## config.mk

```make
export PLATFORM = sky130hd
export DESIGN_NAME = pcm_word_tx
export DESIGN_NICKNAME = d
export VERILOG_FILES = /design/src/rtl/pcm_tx_pkg.sv /design/src/rtl/pcm_edge_sync.sv /design/src/rtl/pcm_bus_guard.sv /design/src/rtl/pcm_word_shifter.sv /design/src/rtl/pcm_word_tx.sv
export SDC_FILE = /design/constraint.sdc
export NUM_CORES = 1
export LEC_CHECK = 0
export CAP_MARGIN = 5
export CORE_ASPECT_RATIO = 0.75
export CORE_UTILIZATION = 59
export DETAILED_ROUTE_END_ITERATION = 7
export PLACE_DENSITY = 0.84
export REMOVE_ABC_BUFFERS = 1
export SYNTH_ARGS = -nofsm -noshare
export SYNTH_HDL_FRONTEND = slang
export SYNTH_SLANG_ARGS = --single-unit
```

## constraint.sdc

```tcl
create_clock -name clk -period 4.1 [get_ports clk]
set_input_delay 0.615 -clock clk [delete_from_list [all_inputs] [get_ports clk]]
set_output_delay 0.615 -clock clk [all_outputs]
set_load 0.01 [all_outputs]
```

## src/rtl/pcm_tx_pkg.sv

```systemverilog
package pcm_tx_pkg;
  typedef enum logic [1:0] {
    ST_IDLE = 2'd0,
    ST_PEND = 2'd1,
    ST_SEND = 2'd2,
    ST_TAIL = 2'd3
  } tx_state_e;
endpackage

```

## src/rtl/pcm_edge_sync.sv

```systemverilog
module pcm_edge_sync #(
  parameter int STAGES = 2
) (
  input  logic clk,
  input  logic rst,
  input  logic bclk_i,
  input  logic fs_i,
  input  logic pdn_i,
  output logic bclk_rise,
  output logic bclk_fall,
  output logic fs_lvl,
  output logic and_rise,
  output logic pdn_lvl
);
  localparam int NSIG = 3;

  logic [NSIG-1:0] chain [STAGES];
  logic [NSIG-1:0] last_q;
  logic [NSIG-1:0] last;

  for (genvar g = 0; g < STAGES; g++) begin : g_stage
    if (g == 0) begin : g_first
      always_ff @(posedge clk) begin
        if (rst) chain[g] <= '0;
        else     chain[g] <= {pdn_i, fs_i, bclk_i};
      end
    end else begin : g_next
      always_ff @(posedge clk) begin
        if (rst) chain[g] <= '0;
        else     chain[g] <= chain[g-1];
      end
    end
  end

  assign last = chain[STAGES-1];

  always_ff @(posedge clk) begin
    if (rst) last_q <= '0;
    else     last_q <= last;
  end

  assign bclk_rise = last[0] & ~last_q[0];
  assign bclk_fall = ~last[0] & last_q[0];
  assign fs_lvl    = last[1];
  assign pdn_lvl   = last[2];
  assign and_rise  = (last[0] & last[1]) & ~(last_q[0] & last_q[1]);
endmodule

```

## src/rtl/pcm_bus_guard.sv

```systemverilog
module pcm_bus_guard #(
  parameter int FRAMES = 2
) (
  input  logic clk,
  input  logic rst,
  input  logic clr,
  input  logic frame_evt,
  output logic armed
);
  localparam int CW = (FRAMES < 1) ? 1 : $clog2(FRAMES + 1);
  localparam logic [CW-1:0] LIMIT = CW'(FRAMES);

  logic [CW-1:0] cnt;

  assign armed = (cnt == LIMIT);

  always_ff @(posedge clk) begin
    if (rst || clr)              cnt <= '0;
    else if (frame_evt && !armed) cnt <= cnt + 1'b1;
  end

  // guard count advances one step per silent frame start
  p_guard_step_r2: assert property (@(posedge clk) disable iff (rst)
    (frame_evt && !armed && !clr) |=> (cnt == $past(cnt) + 1'b1));

  // count never passes the limit
  p_guard_bound_r2: assert property (@(posedge clk) disable iff (rst)
    cnt <= LIMIT);
endmodule

```

## src/rtl/pcm_word_shifter.sv

```systemverilog
module pcm_word_shifter #(
  parameter int W = 8
) (
  input  logic         clk,
  input  logic         rst,
  input  logic         load_i,
  input  logic [W-1:0] data_i,
  input  logic         start_i,
  input  logic         shift_i,
  input  logic         clr_i,
  output logic         msb_o
);
  logic [W-1:0] hold;
  logic [W-1:0] sh;

  always_ff @(posedge clk) begin
    if (rst)         hold <= '0;
    else if (load_i) hold <= data_i;
  end

  always_ff @(posedge clk) begin
    if (rst || clr_i) sh <= '0;
    else if (start_i) sh <= hold;
    else if (shift_i) sh <= {sh[W-2:0], 1'b0};
  end

  assign msb_o = sh[W-1];

  // the stored word, not the live input, is what a frame starts with
  p_capture_r8: assert property (@(posedge clk) disable iff (rst)
    (start_i && !clr_i) |=> (msb_o == $past(hold[W-1])));
endmodule

```

## src/rtl/pcm_word_tx.sv

```systemverilog
module pcm_word_tx
  import pcm_tx_pkg::*;
#(
  parameter int WORD_W       = 8,
  parameter int GUARD_FRAMES = 2,
  parameter int SYNC_STAGES  = 2
) (
  input  logic              clk,
  input  logic              rst,
  input  logic              load,
  input  logic [WORD_W-1:0] din,
  input  logic              bclk,
  input  logic              fsync,
  input  logic              long_mode,
  input  logic              pdn,
  output logic              sdo,
  output logic              sdo_en
);
  localparam int CNT_W = (WORD_W < 2) ? 1 : $clog2(WORD_W);
  localparam logic [CNT_W-1:0] LAST = CNT_W'(WORD_W - 1);

  logic bc_rise, bc_fall, fs_s, and_rise, pdn_s, armed;
  logic start, shift, endf, gevt;
  logic en_q, en_n;
  logic [CNT_W-1:0] cnt_q, cnt_n;
  tx_state_e st_q, st_n;

  pcm_edge_sync #(.STAGES(SYNC_STAGES)) u_sync (
    .clk(clk), .rst(rst), .bclk_i(bclk), .fs_i(fsync), .pdn_i(pdn),
    .bclk_rise(bc_rise), .bclk_fall(bc_fall), .fs_lvl(fs_s),
    .and_rise(and_rise), .pdn_lvl(pdn_s)
  );

  pcm_bus_guard #(.FRAMES(GUARD_FRAMES)) u_guard (
    .clk(clk), .rst(rst), .clr(pdn_s), .frame_evt(gevt), .armed(armed)
  );

  pcm_word_shifter #(.W(WORD_W)) u_shift (
    .clk(clk), .rst(rst), .load_i(load), .data_i(din),
    .start_i(start), .shift_i(shift), .clr_i(endf), .msb_o(sdo)
  );

  always_comb begin
    st_n  = st_q;
    en_n  = en_q;
    cnt_n = cnt_q;
    start = 1'b0;
    shift = 1'b0;
    endf  = 1'b0;
    gevt  = 1'b0;
    if (pdn_s) begin
      st_n  = ST_IDLE;
      en_n  = 1'b0;
      endf  = 1'b1;
      cnt_n = '0;
    end else begin
      case (st_q)
        ST_IDLE: begin
          if (long_mode) begin
            if (and_rise) begin
              gevt = 1'b1;
              if (armed) begin
                st_n  = ST_SEND;
                en_n  = 1'b1;
                start = 1'b1;
                cnt_n = '0;
              end else begin
                st_n = ST_TAIL;
              end
            end
          end else if (bc_fall && fs_s) begin
            gevt = 1'b1;
            if (armed) st_n = ST_PEND;
          end
        end
        ST_PEND: begin
          if (bc_rise) begin
            st_n  = ST_SEND;
            en_n  = 1'b1;
            start = 1'b1;
            cnt_n = '0;
          end
        end
        ST_SEND: begin
          if (bc_rise && cnt_q != LAST) begin
            shift = 1'b1;
            cnt_n = cnt_q + 1'b1;
          end else if (bc_fall && cnt_q == LAST) begin
            if (long_mode && fs_s) begin
              st_n = ST_TAIL;
            end else begin
              st_n = ST_IDLE;
              en_n = 1'b0;
              endf = 1'b1;
            end
          end
        end
        default: begin
          if (!fs_s) begin
            st_n = ST_IDLE;
            en_n = 1'b0;
            endf = 1'b1;
          end
        end
      endcase
    end
  end

  always_ff @(posedge clk) begin
    if (rst) begin
      st_q  <= ST_IDLE;
      en_q  <= 1'b0;
      cnt_q <= '0;
    end else begin
      st_q  <= st_n;
      en_q  <= en_n;
      cnt_q <= cnt_n;
    end
  end

  assign sdo_en = en_q;

  // power-down silences the driver on the next cycle
  p_pdn_quiet_r9: assert property (@(posedge clk) disable iff (rst)
    pdn_s |=> !sdo_en);

  // the driver is never on while the guard is still counting
  p_guard_blocks_r2: assert property (@(posedge clk) disable iff (rst)
    !armed |-> !sdo_en);

  // long timing opens only on the joint rise of sync and clock
  p_long_open_r3: assert property (@(posedge clk) disable iff (rst)
    ($rose(sdo_en) && $past(long_mode)) |-> $past(and_rise));

  // short timing opens only on a rising clock edge
  p_short_open_r5: assert property (@(posedge clk) disable iff (rst)
    ($rose(sdo_en) && !$past(long_mode)) |-> $past(bc_rise));

  // the driver closes only at a clock fall, sync fall or power-down
  p_close_r4: assert property (@(posedge clk) disable iff (rst)
    $fell(sdo_en) |-> ($past(pdn_s) || $past(bc_fall) || !$past(fs_s)));

  // no data while the driver is off
  p_idle_low_r11: assert property (@(posedge clk) disable iff (rst)
    !sdo_en |-> !sdo);

  // data only moves with a rising clock edge
  p_bit_hold_r7: assert property (@(posedge clk) disable iff (rst)
    (sdo_en && $past(sdo_en) && !$past(bc_rise)) |-> $stable(sdo));
endmodule

```

* Word level (Yosys, flattened, before mapping)
Memories as Yosys holds them, arrays and structs flattened. Cells that the tools add are included.
Operators by class: $add $sub $neg 2, multiply operators 0, div/mod/pow operators 0, order comparisons 0, eq/ne operators 17, shifts and indexed selects 0, multiplexer cells 53, bitwise logic cells 10, reduce and logical (&&, ||, !) cells 16
Operators with widths (number):
- 2-to-1 mux 1 bit | 30
- 2-to-1 mux 3 bit | 7
- 2-to-1 mux 2 bit | 9
- 2-to-1 mux 8 bit | 2
- != test 2 bit (second input constant) | 7
- != test 3 bit (second input constant) | 3
- one-hot mux 3 bit (3 select lines) | 1
- AND reduction 8 bit | 1
- AND reduction 7 bit | 1
- one-hot mux 2 bit (3 select lines) | 1
- AND reduction 6 bit | 1
- AND 1 bit | 5
- logical AND 1 bit | 5
- == test 2 bit (second input constant) | 2
- != test 4 bit (second input constant) | 1
- one-hot mux 1 bit (2 select lines) | 2
- OR reduction 2 bit | 2
- adder 3 x 1 -> 3 bit (second input constant) | 1
- == test 3 bit (second input constant) | 1
- != test 3 x 2 -> 1 bit (second input constant) | 1
- NOT 1 bit | 3
- one-hot mux 1 bit (3 select lines) | 1
- nonzero test 3 bit | 1
- adder 2 x 1 -> 2 bit (second input constant) | 1
- other kinds (7) | 9
Word-level totals: register bits 26, latch bits 0, bits in writable memories 6, bits in read-only memories 0, bits of input ports 15, memories kept 1
Memory list:
- u_sync.chain | depth 2, bits a word 3, read ports 2, clocked after Yosys merged registers in 0, write ports 2, line pcm_edge_sync.sv:17 | logic [NSIG-1:0] chain [STAGES];

* Longest topological paths before layout
An unclocked memory read counts as a cell.
depth in word-level cells 9, mapped depth 8, depth with buffers taken out 6

* By module
Synthesis repeated with hierarchy kept, for this count alone.
Second synthesis, totals: cells, all modules 144, area, all modules 1497.7 sq um
By module, submodules not included:
- pcm_word_shifter | instances 1, cells each 61, area an instance 704.4 sq um, sequential area each 320.3 sq um
- pcm_word_tx | instances 1, cells each 54, area an instance 456.7 sq um, sequential area each 120.1 sq um
- pcm_edge_sync | instances 1, cells each 20, area an instance 231.5 sq um, sequential area each 160.2 sq um
- pcm_bus_guard | instances 1, cells each 9, area an instance 105.1 sq um, sequential area each 40.0 sq um

* Worst setup path after synthesis
OpenSTA, ideal clock, no wires.
path kind register to register, start reg st_q[0], end reg u_shift.sh[0], arrival time 1.618 ns, slack 2.357 ns, stages on the path, launching flop included 9, clock period less this slack 1.743 ns, cells stage by stage dfxtp_1 > inv_1 > ha_1 > clkbuf_1 > nand4_1 > o2bb2a_1 > clkbuf_1 > o221ai_1 > a21oi_1
On the way: cells in the longest elaborated chain, start to end 5, elaborated cells on any way between the ends 13, classes of those cells 2 x eq/ne; 7 x mux; 4 x reduce/logical
Ends and longest elaborated chain:
- start: declaration | line pcm_word_tx.sv:26 | tx_state_e st_q, st_n;
- start signal: assignment | line pcm_word_tx.sv:115 | st_q <= st_n;
- == test 2 x 1 -> 1 bit / logical NOT 2 bit (equally long branches) | line pcm_word_tx.sv:57 | case (st_q)
- OR reduction 2 bit (no line)
- one-hot mux 1 bit (2 select lines) | line pcm_word_tx.sv:57
- 2-to-1 mux 1 bit | line pcm_word_tx.sv:51 | if (pdn_s) begin
- logical OR 1 bit | line pcm_word_shifter.sv:22 | if (rst || clr_i) sh <= '0;
- end signal: assignment | line pcm_word_shifter.sv:23 | else if (start_i) sh <= hold;
- end signal: assignment | line pcm_word_shifter.sv:24 | else if (shift_i) sh <= {sh[W-2:0], 1'b0};
- end: declaration | line pcm_word_shifter.sv:14 | logic [W-1:0] sh;
Parallel ways exist; a longest one is shown, timed or not. A chain may end at the register's enable or synchronous reset.

* Final worst setup path
start in long_mode, end reg cnt_q[1]
On the way: cells in the longest elaborated chain, start to end 2
Ends and longest elaborated chain:
- start: declaration | line pcm_word_tx.sv:14 | input logic long_mode,
- != test 2 bit (no line)
- AND reduction 6 bit (no line)
- end signal: assignment | line pcm_word_tx.sv:117 | cnt_q <= cnt_n;
- end: declaration | line pcm_word_tx.sv:25 | logic [CNT_W-1:0] cnt_q, cnt_n;
Every way passes these cells.

==> impl_metrics.env <==
export IMPL_via_per_inst=6.000
export IMPL_fin_util=0.7458
export IMPL_critPathRequiredTime_ns=4.37
export IMPL_dr_wl_met2_um=1372
export IMPL_dieWidth_um=61.29
export IMPL_cts_tree="built"
export IMPL_synth_avg_cell_area_sq_um=9.203
export IMPL_area_growth_pct=15.21
export IMPL_core_sq_mm=0.002402
export IMPL_maxCapViolCount=0
export IMPL_met3WireLength_um=225
export IMPL_clkTransAtPathRegs_ns=0.10
export IMPL_max_freq_ghz=0.4710
export IMPL_cts_resized=0
export IMPL_outcome="finished, final reports clean"
export IMPL_startpoint_type="primary input"
export IMPL_powerDensity_mw_per_mm2=336.6
export IMPL_top_level_ports=17
export IMPL_critPathCaptureType="register"
export IMPL_placed_area_sq_mm=0.001715
export IMPL_grt_pass1_vias=1082
export IMPL_start_util=0.6474
export IMPL_fin_skew_ns=0.006655
export IMPL_via_count=1296
export IMPL_setup_tns_final_ns=0
export IMPL_antenna_cells=0
export IMPL_async_flop_share=0
export IMPL_setup_viol=0
export IMPL_yosysWarnings=0
export IMPL_seq_area_sq_um=640.6
export IMPL_ctsLongestPathBuffers=2
export IMPL_report_final_slew_viol_count=0
export IMPL_num_fill_cells=187
export IMPL_cts_hold_buffers_added=0
export IMPL_total_power_mw=0.6031
export IMPL_antenna_found_initial=0
export IMPL_syn_instance_count=169
export IMPL_portBuffers=16
export IMPL_worstPathCellList="clkdlybuf4s50_1, nand3_1, o21a_1, or4_1, a21oi_1"
export IMPL_ys_seq_area_frac=0.4119
export IMPL_multiInputGateArea_sq_um=860.8
export IMPL_gr_total_overflow=0
export IMPL_critPathKind="in -> reg"
export IMPL_min_period_over_period=0.5179
export IMPL_rows=15
export IMPL_clk_latency_ns=0.33
export IMPL_ys_top_cells_by_area="dfxtp_1, mux2i_1, ha_1"
export IMPL_cp_data_arrival_time_ns=2.39
export IMPL_worst_pin_slew_ns=0.5699
export IMPL_hold_ws_ns=0.4494
export IMPL_drive_gt1_frac=0.05495
export IMPL_rsz0062_at_grt="false"
export IMPL_critPathMaxStageDelay_ns=0.69
export IMPL_grtUsageTotal=0.2758
export IMPL_numCtsBuffers=5
export IMPL_hold_path_class="reg -> reg"
export IMPL_design_area_sq_mm=0.001792
export IMPL_synth_seq_cells=32
export IMPL_fin_crit_ns=2.123
export IMPL_cts_htree_levels=2
export IMPL_grt_max_degree=19
export IMPL_path_max_fanout=11
export IMPL_cpMaxStageDelayCell="clkdlybuf4s50_1"
export IMPL_post_cts_buffers=0
export IMPL_grt_pass1_wl_um=5237
export IMPL_power_leakage_nw=0.6586
export IMPL_drt_initial_drc_count=106
export IMPL_ir_drop_v=0.0002563
export IMPL_synth_distinct_cells=36
export IMPL_die_h_um=46.47
export IMPL_ant_nets=0
export IMPL_route_detailed_drc=0
export IMPL_final_hold_viol_count=0
export IMPL_synth_top_area_frac=0.4119
export IMPL_synth_edf_count=0
export IMPL_slew_headroom=0.6189
export IMPL_ys_flop_type="dfxtp_1"
export IMPL_yosysTopAreaCell="dfxtp_1"
export IMPL_mostFrequentLayoutCell="dfxtp_1"
export IMPL_place_gp_congestion=0.9027
export IMPL_cts_root_buf="clkbuf_4"
export IMPL_hpwl_um=2208
export IMPL_die_area_sq_mm=0.002848
export IMPL_clock_sinks=32
export IMPL_syn_cell_area_sq_mm=0.001555
export IMPL_routed_wirelength_um=3255
export IMPL_met1_length_um=1595
export IMPL_nNetsFinal=203
export IMPL_wl_per_cell_um=15.07
export IMPL_dr_max_layer_used="met4"
export IMPL_final_cell_mix="dfxtp_1, mux2i_1, clkdlybuf4s50_1"
export IMPL_dr_pass1_iters=4
==> power breakdown <==
group	total [mW]	switching [mW]	internal, mW
Combinational	0.0428	0.0194	0.0234
Clock	0.234	0.106	0.128
Sequential	0.326	0.00719	0.319
==> worst max-delay path, delay by kind of cell <==
kind	cells	cell delay (ns)
compound gates	2	0.42
simple gates	2	0.66
buf+inv	1	0.69
==> path summary, 6_finish.rpt <==
kind,from,end,slack [ns],cells past startpoint
setup / recovery,long_mode,cnt_q[1]$_SDFFE_PP0P_,1.98,5
setup reg to reg,st_q[0]$_SDFFE_PP0P_,u_shift.sh[6]$_SDFFE_PP0P_,2.09,6
hold / removal,u_sync.chain[0][1]$_SDFF_PP0_,u_sync.chain[1][1]$_SDFF_PP0_,0.45,1
hold reg to reg,u_sync.chain[0][1]$_SDFF_PP0_,u_sync.chain[1][1]$_SDFF_PP0_,0.45,1
==> registers in the layout, summed over array words and instances, names as in the netlist <==
name / cells
cnt_q: 3
u_guard.cnt: 2
st_q: 2
u_sync.last_q: 2
u_shift.sh: 8
sdo_en: 1
u_shift.hold: 8
u_sync.chain: 6
==> stage by stage <==
stage | worst slack, ns | std cells
after floorplan | 2.456 | 158
after global routing | 1.865 | 216
after detailed placement | 1.734 | 208
final | 1.977 | 216
after global placement | 1.781 | 208
after CTS | 1.996 | 216
==> synthesized netlist by cell type, types with 2 or more instances <==
cell,instances
dfxtp_1,32
or3_1,2
o31ai_1,5
inv_1,3
nand2_1,10
nand2b_1,4
mux2i_1,18
clkbuf_1,10
o221ai_1,2
ha_1,7
nand3b_1,2
a211oi_1,8
nor2_1,11
a21oi_1,10
or4_1,5
nor3_1,7
nor2b_1,11
o21ai_0,4
==> per-layer routing <==
layer	vias up	track usage
met4	0	0.1500
li1	638	-
met3	6	0.07584
met2	56	0.3500
met5	-	0
met1	596	0.4099
==> cell type report <==
type / count / share of cell area
clock buffer: 6 / 0.02304
clock inverter: 2 / 0.01955
tap: 34 / 0.02374
multi-input combinational: 123 / 0.4804
sequential: 32 / 0.3575
inverter: 3 / 0.006285
timing repair buffer: 16 / 0.08939
==> cell families after synthesis <==
kind of cell	after synthesis	share of synthesized area
DFF	32	0.4119
and+or+nand+nor	60	0.2132
muxes	18	0.1158
adders and majority gates	7	0.05631
buffers and inverters	14	0.03459
AOI/OAI and AO/OA	38	0.1682
No activity file was read; power rests on OpenSTA's default activity.
